### src/rtl/synth_boot_seq_pkg.sv
package synth_boot_seq_pkg;

  localparam int FRAME_W  = 24;
  localparam int ADDR_W   = 3;
  localparam int PAY_W    = FRAME_W - ADDR_W;
  localparam int NUM_REGS = 1 << ADDR_W;
  localparam int PLEN_BIT = 6;
  localparam int STEP_W   = 4;

  typedef enum logic {
    MODE_FULL   = 1'b0,
    MODE_RETUNE = 1'b1
  } seq_mode_t;

  typedef enum logic [1:0] {
    EN_KEEP = 2'd0,
    EN_CLR  = 2'd1,
    EN_SET  = 2'd2
  } en_force_t;

  typedef struct packed {
    logic [ADDR_W-1:0] addr;
    en_force_t         en_force;
    logic              wait_after;
    logic              last;
  } seq_step_t;

  function automatic seq_step_t step_decode(seq_mode_t mode, logic [STEP_W-1:0] idx);
    seq_step_t s;
    s.addr       = '0;
    s.en_force   = EN_KEEP;
    s.wait_after = 1'b0;
    s.last       = 1'b0;
    if (mode == MODE_RETUNE) begin
      s.addr = idx[ADDR_W-1:0];
      s.last = (idx == STEP_W'(2));
    end else begin
      case (idx)
        4'd0: begin s.addr = 3'd5; s.en_force = EN_CLR; s.wait_after = 1'b1; end
        4'd1: begin s.addr = 3'd5; s.en_force = EN_SET; end
        4'd2: s.addr = 3'd7;
        4'd3: s.addr = 3'd6;
        4'd4: s.addr = 3'd4;
        4'd5: s.addr = 3'd3;
        4'd6: s.addr = 3'd2;
        4'd7: begin s.addr = 3'd1; s.wait_after = 1'b1; end
        default: begin s.addr = 3'd0; s.last = 1'b1; end
      endcase
    end
    return s;
  endfunction

endpackage

### src/rtl/sbs_shifter.sv
module sbs_shifter
  import synth_boot_seq_pkg::*;
#(
  parameter int SER_HALF = 4
) (
  input  logic               clk,
  input  logic               rst,
  input  logic               load,
  input  logic [FRAME_W-1:0] frame,
  output logic               ser_clk,
  output logic               ser_data,
  output logic               ser_le,
  output logic               done
);
  localparam int CW = (SER_HALF > 1) ? $clog2(SER_HALF) : 1;
  localparam int BW = $clog2(FRAME_W);

  typedef enum logic [2:0] {
    SH_IDLE, SH_LOW, SH_HIGH, SH_SETUP, SH_LATCH, SH_GAP
  } sh_state_t;

  sh_state_t          st_q;
  logic [CW-1:0]      div_q;
  logic [BW-1:0]      bit_q;
  logic [FRAME_W-1:0] sreg_q;
  logic               tick;

  assign tick = (div_q == CW'(SER_HALF - 1));

  always_ff @(posedge clk) begin
    if (rst) begin
      st_q     <= SH_IDLE;
      div_q    <= '0;
      bit_q    <= '0;
      sreg_q   <= '0;
      ser_clk  <= 1'b0;
      ser_data <= 1'b0;
      ser_le   <= 1'b0;
      done     <= 1'b0;
    end else begin
      done <= 1'b0;
      if (st_q == SH_IDLE) begin
        div_q <= '0;
        if (load) begin
          sreg_q   <= frame;
          ser_data <= frame[FRAME_W-1];
          bit_q    <= '0;
          st_q     <= SH_LOW;
        end
      end else begin
        div_q <= tick ? '0 : div_q + 1'b1;
        if (tick) begin
          case (st_q)
            SH_LOW: begin
              ser_clk <= 1'b1;
              st_q    <= SH_HIGH;
            end
            SH_HIGH: begin
              ser_clk <= 1'b0;
              if (bit_q == BW'(FRAME_W - 1)) begin
                st_q <= SH_SETUP;
              end else begin
                bit_q    <= bit_q + 1'b1;
                sreg_q   <= {sreg_q[FRAME_W-2:0], 1'b0};
                ser_data <= sreg_q[FRAME_W-2];
                st_q     <= SH_LOW;
              end
            end
            SH_SETUP: begin
              ser_le <= 1'b1;
              st_q   <= SH_LATCH;
            end
            SH_LATCH: begin
              ser_le <= 1'b0;
              st_q   <= SH_GAP;
            end
            default: begin
              ser_data <= 1'b0;
              done     <= 1'b1;
              st_q     <= SH_IDLE;
            end
          endcase
        end
      end
    end
  end
endmodule

### src/rtl/sbs_delay.sv
module sbs_delay #(
  parameter int CYC_PER_MS = 125000,
  parameter int WAIT_MS    = 101
) (
  input  logic clk,
  input  logic rst,
  input  logic start,
  output logic done
);
  localparam int PW = (CYC_PER_MS > 1) ? $clog2(CYC_PER_MS) : 1;
  localparam int MW = (WAIT_MS > 1) ? $clog2(WAIT_MS) : 1;

  logic          run_q;
  logic [PW-1:0] pre_q;
  logic [MW-1:0] ms_q;

  always_ff @(posedge clk) begin
    if (rst) begin
      run_q <= 1'b0;
      pre_q <= '0;
      ms_q  <= '0;
      done  <= 1'b0;
    end else begin
      done <= 1'b0;
      if (start) begin
        run_q <= 1'b1;
        pre_q <= '0;
        ms_q  <= '0;
      end else if (run_q) begin
        if (pre_q == PW'(CYC_PER_MS - 1)) begin
          pre_q <= '0;
          if (ms_q == MW'(WAIT_MS - 1)) begin
            run_q <= 1'b0;
            done  <= 1'b1;
          end else begin
            ms_q <= ms_q + 1'b1;
          end
        end else begin
          pre_q <= pre_q + 1'b1;
        end
      end
    end
  end
endmodule

### src/rtl/synth_boot_seq.sv
module synth_boot_seq
  import synth_boot_seq_pkg::*;
#(
  parameter int                       SER_HALF   = 4,
  parameter int                       CYC_PER_MS = 125000,
  parameter int                       WAIT_MS    = 101,
  parameter logic [NUM_REGS*PAY_W-1:0] REG_TABLE = {
    21'h18421, 21'h0F1E2, 21'h15A5F, 21'h03C96,
    21'h1F00F, 21'h0ABCD, 21'h12345, 21'h05A3C}
) (
  input  logic clk,
  input  logic rst,
  input  logic start_full,
  input  logic start_retune,
  output logic busy,
  output logic done,
  output logic ser_clk,
  output logic ser_data,
  output logic ser_le
);
  typedef enum logic [1:0] {
    C_IDLE, C_LOAD, C_XFER, C_WAIT
  } ctl_state_t;

  ctl_state_t         st_q;
  seq_mode_t          mode_q;
  logic [STEP_W-1:0]  step_q;
  logic [FRAME_W-1:0] frame_q;
  logic               sh_load_q;
  logic               sh_done;
  logic               dly_start_q;
  logic               dly_done;
  seq_step_t          cur;
  logic [FRAME_W-1:0] frame_d;

  always_comb begin
    cur     = step_decode(mode_q, step_q);
    frame_d = {REG_TABLE[int'(cur.addr)*PAY_W +: PAY_W], cur.addr};
    if (cur.en_force == EN_CLR) frame_d[PLEN_BIT] = 1'b0;
    if (cur.en_force == EN_SET) frame_d[PLEN_BIT] = 1'b1;
  end

  always_ff @(posedge clk) begin
    if (rst) begin
      st_q        <= C_IDLE;
      mode_q      <= MODE_FULL;
      step_q      <= '0;
      frame_q     <= '0;
      sh_load_q   <= 1'b0;
      dly_start_q <= 1'b0;
      busy        <= 1'b0;
      done        <= 1'b0;
    end else begin
      sh_load_q   <= 1'b0;
      dly_start_q <= 1'b0;
      case (st_q)
        C_IDLE: begin
          if (start_full || start_retune) begin
            mode_q <= start_full ? MODE_FULL : MODE_RETUNE;
            step_q <= '0;
            busy   <= 1'b1;
            done   <= 1'b0;
            st_q   <= C_LOAD;
          end
        end
        C_LOAD: begin
          frame_q   <= frame_d;
          sh_load_q <= 1'b1;
          st_q      <= C_XFER;
        end
        C_XFER: begin
          if (sh_done) begin
            if (cur.last) begin
              busy <= 1'b0;
              done <= 1'b1;
              st_q <= C_IDLE;
            end else if (cur.wait_after) begin
              dly_start_q <= 1'b1;
              st_q        <= C_WAIT;
            end else begin
              step_q <= step_q + 1'b1;
              st_q   <= C_LOAD;
            end
          end
        end
        default: begin
          if (dly_done) begin
            step_q <= step_q + 1'b1;
            st_q   <= C_LOAD;
          end
        end
      endcase
    end
  end

  sbs_shifter #(.SER_HALF(SER_HALF)) u_shift (
    .clk      (clk),
    .rst      (rst),
    .load     (sh_load_q),
    .frame    (frame_q),
    .ser_clk  (ser_clk),
    .ser_data (ser_data),
    .ser_le   (ser_le),
    .done     (sh_done)
  );

  sbs_delay #(.CYC_PER_MS(CYC_PER_MS), .WAIT_MS(WAIT_MS)) u_delay (
    .clk   (clk),
    .rst   (rst),
    .start (dly_start_q),
    .done  (dly_done)
  );
endmodule

### config.mk
export PLATFORM = sky130hd
export DESIGN_NAME = synth_boot_seq
export DESIGN_NICKNAME = d
export VERILOG_FILES = /design/src/rtl/synth_boot_seq_pkg.sv /design/src/rtl/sbs_shifter.sv /design/src/rtl/sbs_delay.sv /design/src/rtl/synth_boot_seq.sv
export SDC_FILE = /design/constraint.sdc
export NUM_CORES = 1
export LEC_CHECK = 0
export ABC_AREA = 1
export BUFFER_PORTS_ARGS = -buffer_cell sky130_fd_sc_hd__buf_2
export CAP_MARGIN = 20
export CORE_MARGIN = 4
export CORE_UTILIZATION = 35
export CTS_CLUSTER_DIAMETER = 60
export DETAILED_ROUTE_END_ITERATION = 10
export GPL_ROUTABILITY_DRIVEN = 0
export PLACE_DENSITY = 0.62
export SETUP_SLACK_MARGIN = 0.5
export SLEW_MARGIN = 20
export SYNTH_ARGS = -nofsm -noshare
export SYNTH_HDL_FRONTEND = slang
export SYNTH_SLANG_ARGS = --single-unit
### constraint.sdc
create_clock -name clk -period 2.7 [get_ports clk]
set_input_delay 0 -clock clk [delete_from_list [all_inputs] [get_ports clk]]
set_output_delay 0 -clock clk [all_outputs]
set_load 0.01 [all_outputs]
Word level (Yosys, flattened, before mapping) --
Cells that the tools add are included.
Cells by class: add/sub/neg operators 5, $mul 1, divide/modulo/power cells 0, order comparisons 0, eq/ne operators 28, shift-type cells 1, multiplexer cells 61, bitwise logic cells 8, reduce and logical (&&, ||, !) cells 31
Operators by type and width (count):
- variable part select 168 x 9 -> 21 bit (first input constant) | 1
- 2-to-1 mux 23 bit | 5
- 2-to-1 mux 5 bit | 5
- 2-to-1 mux 1 bit | 24
- one-hot mux 3 bit (7 select lines) | 1
- 2-to-1 mux 4 bit | 5
- adder 17 x 1 -> 17 bit (second input constant) | 1
- equality test 17 bit (second input constant) | 1
- 2-to-1 mux 17 bit | 1
- equality test 4 x 3 -> 1 bit (second input constant) | 4
- 2-to-1 mux 3 bit | 5
- 2-to-1 mux 2 bit | 6
- one-hot mux 3 bit (4 select lines) | 1
- one-hot mux 4 bit (3 select lines) | 1
- AND reduction 3 bit | 4
- AND reduction 4 bit | 3
- OR reduction 4 bit | 3
- != test 2 bit (second input constant) | 5
- one-hot mux 1 bit (2 select lines) | 5
- nonzero test 2 bit | 5
- OR reduction 3 bit | 3
- equality test 4 x 2 -> 1 bit (second input constant) | 2
- multiplier 3 x 5 -> 8 bit (second input constant) | 1
- inverter 1 bit | 8
- 26 further kinds | 35
Storage, ports and cells: bits in registers 98, bits in latches 0, memory bits (writable) 0, bits in read-only memories 0, input port bits 4, output and inout port bits 5, logic and storage cells 155, memories kept 0

Depth between registers and ports, before layout --
Gate-level depths: netlist of run 1.
depth after elaboration 8, gate-level depth with buffers 14

By module --
A second synthesis of run 1 with hierarchy kept.
Second synthesis, totals: cell total of the unflattened synthesis 802, area, all modules 5227.5 µm²
Modules (own cells, without submodules):
- sbs_shifter | instances 1, cells an instance 327, area each 1993.2 µm²
- synth_boot_seq | instances 1, cells an instance 232, area each 1680.4 µm²
- sbs_delay | instances 1, cells an instance 243, area each 1554.0 µm²

Least setup slack after synthesis of run 1 --
No wires, ideal clock.
path type register to register, start point reg step_q[0], end point reg frame_q[10], arrival 2276 ps, slack 291 ps, stages on the path, launching flop included 11, buffers on the path 0, clock period less this slack 2409 ps, cells stage by stage dfxtp_1 > inv_1 > ha_1 > o21ai_0 > nand3_1 > o21ai_0 > inv_1 > ha_1 > or2_2 > nand3_1 > a21oi_1
RTL lines:
- start: declaration | RTL line synth_boot_seq.sv:27 | logic [STEP_W-1:0] step_q;
- start signal: assignment | RTL line synth_boot_seq.sv:81 | step_q <= step_q + 1'b1;
- start signal: assignment | RTL line synth_boot_seq.sv:88 | step_q <= step_q + 1'b1;
- end signal: assignment | RTL line synth_boot_seq.sv:67 | frame_q <= frame_d;
- end: declaration | RTL line synth_boot_seq.sv:28 | logic [FRAME_W-1:0] frame_q;

Final worst setup path of run 1 --
start point reg u_shift.st_q[2], end point reg u_shift.sreg_q[4]
On the way: word-level cells in the longest chain between the ends 3, elaborated cells between the ends (all ways) 8, classes of those cells eq/ne (3); mux (1); reduce/logical (4)
Ends and longest elaborated chain:
- start: declaration | RTL line sbs_shifter.sv:22 | sh_state_t st_q;
- start signal: assignment | RTL line sbs_shifter.sv:32 | st_q <= SH_IDLE;
- start signal: assignment | RTL line sbs_shifter.sv:48 | st_q <= SH_LOW;
- start signal: assignment | RTL line sbs_shifter.sv:56 | st_q <= SH_HIGH;
- zero test 3 bit or equality test 3 x 2 -> 1 bit (tied branches) | RTL line sbs_shifter.sv:42, sbs_shifter.sv:53
- != test 2 x 1 -> 1 bit (no source line), or another cell as far along
- AND reduction 4 bit (no source line)
- end signal: assignment | RTL line sbs_shifter.sv:45 | sreg_q <= frame;
- end signal: assignment | RTL line sbs_shifter.sv:64 | sreg_q <= {sreg_q[FRAME_W-2:0], 1'b0};
- end: declaration | RTL line sbs_shifter.sv:25 | logic [FRAME_W-1:0] sreg_q;
Several ways; a longest one is shown, not always the timed one. A chain may end at the register's enable or synchronous reset.

==> run metrics, run 1 <==
Setup WS post-layout about 0.64 ns; VDD IR max approximately 480 uV; number of diodes 0; Die Wd 121 um; commonest non-fill, non-tap cell in the layout nand2_1; Max clock buf depth 2; synth unique cells 33; unrepaired setup endpoints after global routing no; final net count ~670; Final min period around 2.1 ns; worst hold stages 6; Avg Inst Size Synth between 7 and 8 um2; GR Util met3 0.0284; status finished clean; Die Ht around 120 um; Worst-path clk slew 0.06 ns; Pre-antenna DRT Iters 5; Iteration-0 DRC Markers about 250; YS warnings 0; row cnt between 40 and 50; DR WL/cell 12.0 um; setup TNS 0 ns; CTS buffer count 9; Max Cap Viol 0; Fillers 1371; ranking of synthesized cells by area dfxtp_1, nand2_1, nand3_1; Post-Syn Area 4490 um2; Fin. Hold Viols 0; met1 GRT Util 0.190; worst slew pin tran around 0.74 ns; IO Port Bufs 8; Final Util 0.404; Post-DP HPWL between 6000 and 7000 um; vias in the first global route 3740; first-pass GRT wire length around 17000 um; H-Tree Level Count 3; Mapped Cells 635; vias per cell 4.92; Post-synth top flop dfxtp_1; Seq cells post-synth ~90; Syn-to-layout area delta 13.5%; DR vias about 4000; worst-path maximum fanout 19; R2R depth 9; min-delay worst type in2reg; Detail Route Antenna Nets 0; Clock Sink Count 92; Worst Skew 0.00575 ns; sequential area share after synthesis 0.410; initial antenna violation count 0; Core ar. about 13000 um2; fmax approximately 500 MHz; worst path arrival time 2.32 ns; number of I/O pins 9; Pwr Total approximately 4.5 mW; Yosys top cell area share 0.410; most used routing layer in global routing met2; DRC 0; fin crit share 0.763; count of final max-slew check failures 0; GR Util All Layers 0.138; gr ovfl total 0; most frequent cells in the layout nand2_1, dfxtp_1, nor2_1, nand3_1, inv_1; Die Area roughly 15000 um2; final setup fails 0; asr flop ratio synth 0; aggregate routed wire length roughly 9900 um; root buffer cell clkbuf_16; pwr dens roughly 900 nW/um2; area leader, netlist dfxtp_1; Leak Pwr about 2 nW; largest net degree at the start of global routing ~40; Crit Path Category reg2reg; Starting Density 0.356; met2 Usage GRT 0.216; Post-synth EDFFs 0; Critical Path RT around 3.0 ns; Worst-Skew Late Latency about 0.33 ns; CTS tree done; pre-CTS setup slack 0.326 ns; slew margin rel. 0.504; CP Capture Type register; layout cells sized above 1 0.0908; Min Hold Slack 0.214 ns; Post-Syn Nets 658; CP Launch Type register
sequential cells by signal, summed over array words and instances (netlist names):
| name | flops |
|---|---|
| busy | 1 |
| dly_start_q | 1 |
| done | 1 |
| frame_q | 18 |
| mode_q | 1 |
| sh_load_q | 1 |
| st_q | 2 |
| step_q | 4 |
| u_delay.done | 1 |
| u_delay.ms_q | 7 |
| u_delay.pre_q | 17 |
| u_delay.run_q | 1 |
| u_shift.bit_q | 5 |
| u_shift.div_q | 2 |
| u_shift.done | 1 |
| u_shift.ser_clk | 1 |
| u_shift.ser_data | 1 |
| u_shift.ser_le | 1 |
| u_shift.sreg_q | 23 |
| u_shift.st_q | 3 |
path summary, 6_finish.rpt:
check                                from                        endpoint  slack, ns
min                          start_retune            st_q[0]$_SDFFE_PP0P_       0.21
max          u_shift.st_q[2]$_SDFFE_PP0P_  u_shift.sreg_q[4]$_SDFFE_PP0P_       0.64
max reg2reg  u_shift.st_q[2]$_SDFFE_PP0P_  u_shift.sreg_q[4]$_SDFFE_PP0P_       0.64
min reg2reg   u_shift.div_q[0]$_SDFF_PP0_     u_shift.div_q[0]$_SDFF_PP0_       0.43
routing by layer:
layer	wire (um)	part of all wire
met4	161	0.016
met5	0	0
met3	291	0.030
met2	4370	0.44
met1	5040	0.51
per-stage QoR:
stage,instances,instance area [um2]
after global placement,800,4700
after global routing,822,5100
after CTS,820,5040
final,822,5100
after floorplan,635,4500
after detailed placement,800,4700
power breakdown:
part           internal, mW  switching [mW]
clock network         0.746           0.520
registers              1.57           0.148
logic                 0.546           0.949
area by class of cell:
| type | instances | area [um2] | area share |
|---|---|---|---|
| timing repair buffer | 20 | 138 | 0.0270 |
| tap | 172 | 215 | 0.0422 |
| clock buffer | 11 | 243 | 0.0476 |
| multi-input combinational | 456 | 2340 | 0.459 |
| clock inverter | 5 | 60.1 | 0.0118 |
| sequential | 92 | 1850 | 0.363 |
| inverter | 66 | 253 | 0.0496 |
kinds of logic (layout without fill, tap and decap cells):
kind of cell    count (synthesis)  after routing  share of synthesized area
buf+inv                        87            102                     0.0785
compound gates                107            107                      0.130
xor+xnor                        7              7                     0.0136
fa+ha+maj                      19             19                     0.0529
simple gates                  323            323                      0.315
flops                          92             92                      0.410
cell usage after synthesis (3+ instances only):
cell	count
a21oi_1	52
a31oi_1	18
clkbuf_1	16
dfxtp_1	92
ha_1	19
inv_1	63
nand2_1	151
nand2_4	3
nand3_1	68
nand4_1	9
nor2_1	70
nor3_1	11
o21ai_0	27
or2_2	3
xor2_1	7
repair_timing:
action	in CTS	in global routing
resized for setup	3	13
buffers inserted	1	2
hold endpoints to repair	2	0
pin swaps	1	1
setup endpoints to repair	7	12
hold buffers	3	0
worst max-delay path: stages (launching register included):
cell     delay [ns]
dfxtp_1        0.36
nor2_4         0.19
nand2_4        0.14
inv_6          0.18
nand2_4        0.10
nand2_4        0.11
nand3_4        0.20
nor2_4         0.40
nand2_1        0.14
a31oi_1        0.15
Power figures use the tool's default switching activity.
==> run 2: changes to the inputs <==
Clock period 2.7 ns to 2.05 ns, I/O delays scaled along.
==> run metrics, run 2 (synthesis results as in run 1) <==
commonest non-fill, non-tap cell in the layout nand2_1; Worst R2R Setup Slack about 0.13 ns; Syn-to-layout area delta 41.2%; VDD IR max 783 uV; Worst-path clk slew roughly 0.070 ns; gr ovfl total 0; Detail Route Antenna Nets 0; H-Tree Level Count 3; vias per cell between 5 and 6; min-delay worst type in2reg; met3 wire len a little under 400 um; Switch Pwr 2.73 mW; fmax between 500 and 600 MHz; CP Capture Type register; slew margin rel. 0.622; Core ar. 12600 um2; Max clock buf depth 2; Fin. Hold Viols 0; DR top layer met4; unrepaired setup endpoints after global routing yes; Internal Power 4.76 mW; Leak Pwr 2.47 nW; final net count between 700 and 800; Worst-Skew Late Latency ~0.34 ns; Comb power frac 0.431; most frequent cells in the layout nand2_1, dfxtp_1, inv_1, nand3_1, nor2_1; final setup fails 0; max reg flops 23; Most flops, register u_shift.sreg_q; Clock power frac 0.263; vias in the first global route between 4000 and 5000; GR Util All Layers 0.154; Die Area between 10000 and 15000 um2; Slowest-stage cell, CP dfxtp_4; worst slew pin tran ~0.57 ns; worst stage delay on the critical path between 0.3 and 0.4 ns; Pre-antenna DRT Iters 4; number of I/O pins 9; aggregate routed wire length between 10000 and 15000 um; power share of the sequential group 0.307; Top Registers u_shift.sreg_q: 23 flops, frame_q: 18 flops, u_delay.pre_q: 17 flops; M1 WL 5560 um; Post-DP HPWL between 7000 and 8000 um; CTS buffer count 9; Die Ht between 100 and 150 um; root buffer cell clkbuf_16; fin crit share 0.935; switching share of power 0.364; Crit Path Category reg2reg; row cnt 41; IO Port Bufs 8; worst path arrival time roughly 2.2 ns; number of diodes 0; Clock Sink Count just over 90; DRC 0; layout cells sized above 1 0.314; Iteration-0 DRC Markers between 200 and 250; worst-path cell chain buf_6, ha_4, o21ai_4, nand3_2, o21ai_4, inv_2, ha_4, nand2_4, nand2_4, o22ai_2, nand2_1, inv_1; pre-CTS setup slack 0.0423 ns; first-pass GRT wire length ~19000 um; setup TNS 0 ns; Pwr Total approximately 7.5 mW; Die Wd between 100 and 150 um; count of final max-slew check failures 0; pwr dens around 1200 nW/um2; largest net degree at the start of global routing 41; CTS tree done; Setup WS post-layout around 0.13 ns; worst-path maximum fanout 4; DR vias around 4400; initial antenna violation count 0; Max Cap Viol 0; Worst Skew about 0.0087 ns; DR WL/cell between 10 and 15 um; Critical Path RT 2.30 ns; Final min period around 1.9 ns; CP Launch Type register; status finished clean; met2 wire len 5950 um; Starting Density 0.356
==> run 2: changes by cell type in the layout (fill, tap and decap cells not counted), sizes merged <==
cell	change
buf	+50
bufinv	+2
clkbuf	+1
clkinv	-3
clkinvlp	-1
inv	+3
nand2	+1
==> run 2: power by group through the flow <==
stage	Combinational (mW)	Clock [mW]	Sequential [mW]
finish	3.23	1.97	2.30
global route	3.53	2.09	2.32
CTS	2.63	2.00	2.28
detailed placement	1.92	0	2.30
global placement	1.87	0	2.30
floorplan	1.53	0	2.23
==> run 2: area by class of cell <==
type / instances / area (um2)
fillers: 1205 / 6270
multi-input cells: 457 / 2910
flip-flops and latches: 92 / 1880
repair buffers: 72 / 709
inverters: 66 / 270
clock buffers: 10 / 239
well taps: 172 / 215
clock inverters: 6 / 116
==> run 2: final timing paths <==
| path | startpoint | end | cells after the start |
|---|---|---|---|
| hold reg to reg | u_shift.div_q[0]$_SDFF_PP0_ | u_shift.div_q[0]$_SDFF_PP0_ | 1 |
| setup reg to reg | step_q[1]$_SDFFE_PP0P_ | frame_q[17]$_SDFFE_PP0P_ | 12 |
| setup / recovery | step_q[1]$_SDFFE_PP0P_ | frame_q[17]$_SDFFE_PP0P_ | 12 |
| hold / removal | start_full | mode_q$_SDFFE_PP0P_ | 3 |
==> run 2: what timing repair did <==
action,in CTS,in global routing
hold endpoints to repair,2,0
buffers inserted,28,19
hold buffers,3,0
pin swaps,24,34
gates resized for setup,76,99
gates cloned,3,3
endpoints found under the setup margin,59,69
==> run 2: metal layers <==
layer  up-vias  GRT usage
li1       2218          -
met1      2107      0.213
met2        82      0.244
met3        17     0.0294
met4         0     0.0427
met5         -          0
==> run 2: critical path: cells and delay by family, from the launching register on <==
kind | cells | cell delay, ns
buffers and inverters | 3 | 0.25
AO/OA/AOI/OAI | 3 | 0.39
adder cells (fa/ha/maj) | 2 | 0.47
AND/OR/NAND/NOR | 4 | 0.33
flip-flops | 1 | 0.37
==> run 2: per-stage QoR <==
| step | util | area, um2 | hold WS [ns] | instances |
|---|---|---|---|---|
| 6_report | 0.503 | 6340 | 0.384 | 875 |
| 3_3_place_gp | 0.381 | 4810 | 0.206 | 803 |
| 4_1_cts | 0.458 | 5780 | 0.374 | 853 |
| 3_5_place_dp | 0.381 | 4810 | 0.208 | 803 |
| 5_1_grt | 0.503 | 6340 | 0.419 | 875 |
| 2_1_floorplan | - | 4580 | 0.100 | 635 |
==> run 3: changes to the inputs <==
Settings changed: ABC_AREA 1 to default.
==> run metrics, run 3 <==
status finished clean; max reg flops 23; final net count 616; Max clock buf depth 2; initial antenna violation count 1; Worst Skew 0.0109 ns; Min Hold Slack about 0.41 ns; Leak Pwr roughly 2.4 nW; Yosys top cell area share 0.407; Clock Sink Count 92; aggregate routed wire length ~13000 um; area leader, netlist dfxtp_1; IO Port Bufs 8; Syn-to-layout area delta 49.0%; Die Ht 122 um; CP Launch Type register; first-pass GRT wire length slightly above 20000 um; vias per cell 5.54; number of I/O pins 9; fmax roughly 490 MHz; Post-synth top flop dfxtp_1; slew margin rel. 0.538; YS warnings 0; Most flops, register u_shift.sreg_q; min-delay worst type in2reg; Worst-path clk slew around 0.07 ns; count of final max-slew check failures 0; row cnt 41; Area after DPL 5040 um2; Avg Inst Size Synth around 9 um2; Detail Route Antenna Nets 0; DR WL/cell roughly 17 um; H-Tree Level Count 3; number of diodes 0; Fillers approximately 1100; Worst-Skew Late Latency between 0.3 and 0.4 ns; CTS buffer count 9; worst path arrival time between 2 and 2.5 ns; DR vias about 4300; count leader, synth dfxtp_1; setup TNS 0 ns; Post-Syn Area about 4500 um2; unrepaired setup endpoints after global routing yes; Iteration-0 DRC Markers approximately 320; fin crit share 0.988; CTS tree done; VDD IR max roughly 630 uV; Final min period about 2.0 ns; Core ar. approximately 13000 um2; Post-synth EDFFs 0; finished layout cell area around 6700 um2; Die Area 14800 um2; synth unique cells 70; Crit Path Category reg2reg; layout cells sized above 1 0.467; most frequent cells in the layout dfxtp_1, buf_4, nor2_1, nand2_1, buf_6; Mapped Cells just over 500; Finished Layout Cells 770; Pre-antenna DRT Iters 5; pwr dens between 900 and 1000 nW/um2; asr flop ratio synth 0; Critical Path RT 2.31 ns; Max Cap Viol 0; Top Registers u_shift.sreg_q: 23 flops, frame_q: 18 flops, u_delay.pre_q: 17 flops; dpl cells between 600 and 700; Die Wd roughly 120 um; CP Capture Type register; worst slew pin tran around 0.69 ns; final setup fails 0; Seq cells post-synth 92; ranking of synthesized cells by area dfxtp_1, nor2_1, ha_1; worst-path maximum fanout 5; Post-Syn Nets ~530; DRC 0; vias in the first global route between 4000 and 5000; Post-DP HPWL approximately 7200 um; gr ovfl total 0; sequential area share after synthesis 0.407; Starting Density 0.358; largest net degree at the start of global routing 37; GR Util All Layers 0.172; synth cell count leaders dfxtp_1, nor2_1, nand2_1; root buffer cell clkbuf_16; commonest non-fill, non-tap cell in the layout dfxtp_1; Fin. Hold Viols 0
run 3: changes by cell type in the layout (fill, tap and decap cells not counted), moves of 15 or more:
cell and delta:
a21oi_1 -31, a222oi_1 +17, buf_4 +19, buf_6 +18
inv_1 -38, nand2_1 -92, nand3_1 -37, nand3_2 -15
o21ai_0 -16
run 3: cells by family after synthesis:
family,after synthesis,synth area share
compound gates,113,0.195
xor+xnor,14,0.0271
fa+ha+maj,19,0.0526
buf+inv,54,0.0526
flops,92,0.407
mux,13,0.0293
simple gates,201,0.236
run 3: final cells by class:
cell class,count,area (um2),share of cell area
Tap cell,172,215,0.0319
Sequential cell,92,1900,0.282
Clock buffer,9,225,0.0334
Inverter,22,92.6,0.0137
Clock inverter,7,67.6,0.0100
Multi-Input combinational cell,363,3330,0.494
Timing Repair Buffer,105,907,0.135
run 3: timing repair:
| item | in CTS | in global routing |
|---|---|---|
| buffers inserted | 36 | 24 |
| hold endpoints to repair | 5 | 0 |
| pin swaps | 61 | 66 |
| endpoints found under the setup margin | 80 | 81 |
| cloned | 7 | 2 |
| hold buffers | 3 | 0 |
| gates resized for setup | 94 | 105 |
run 3: final timing paths:
| path | from | endpoint | slack (ns) | cells after the start |
|---|---|---|---|---|
| setup / recovery | step_q[0]$_SDFFE_PP0P_ | frame_q[6]$_SDFFE_PP0P_ | 0.02 | 9 |
| hold / removal | start_full | mode_q$_SDFFE_PP0P_ | 0.41 | 3 |
| setup reg to reg | step_q[0]$_SDFFE_PP0P_ | frame_q[6]$_SDFFE_PP0P_ | 0.02 | 9 |
| hold reg to reg | u_shift.div_q[0]$_SDFF_PP0_ | u_shift.div_q[0]$_SDFF_PP0_ | 0.44 | 1 |
run 3: where the power goes:
part           switching [mW]  internal [mW]
Combinational            1.44           1.40
Clock                   0.786          0.856
Sequential              0.179           2.03
run 3: worst max-delay path: stages (launching register included):
cell and delay [ns]:
dfxtp_4 0.41, inv_4 0.06, ha_4 0.17, o311ai_4 0.29
and2_4 0.22, inv_6 0.05, ha_4 0.16, a32oi_2 0.15
o221ai_1 0.13, a311oi_1 0.27
run 3: stage by stage:
step	utilization	total power [mW]	setup WS (ns)
floorplan	-	3.61	0.163
global placement	0.400	4.05	0.121
detailed placement	0.400	4.10	0.0148
CTS	0.483	6.21	0.0620
global route	0.534	7.04	-0.0543
finish	0.534	6.69	0.0241
run 3: layer usage:
metal  part of all wire  vias to the layer above  track usage
met1               0.43                     2092        0.211
met4              0.018                        2       0.0644
met5             0.0015                        -            0
met2               0.51                       77        0.285
li1                   -                     2072            -
met3              0.036                       23       0.0492
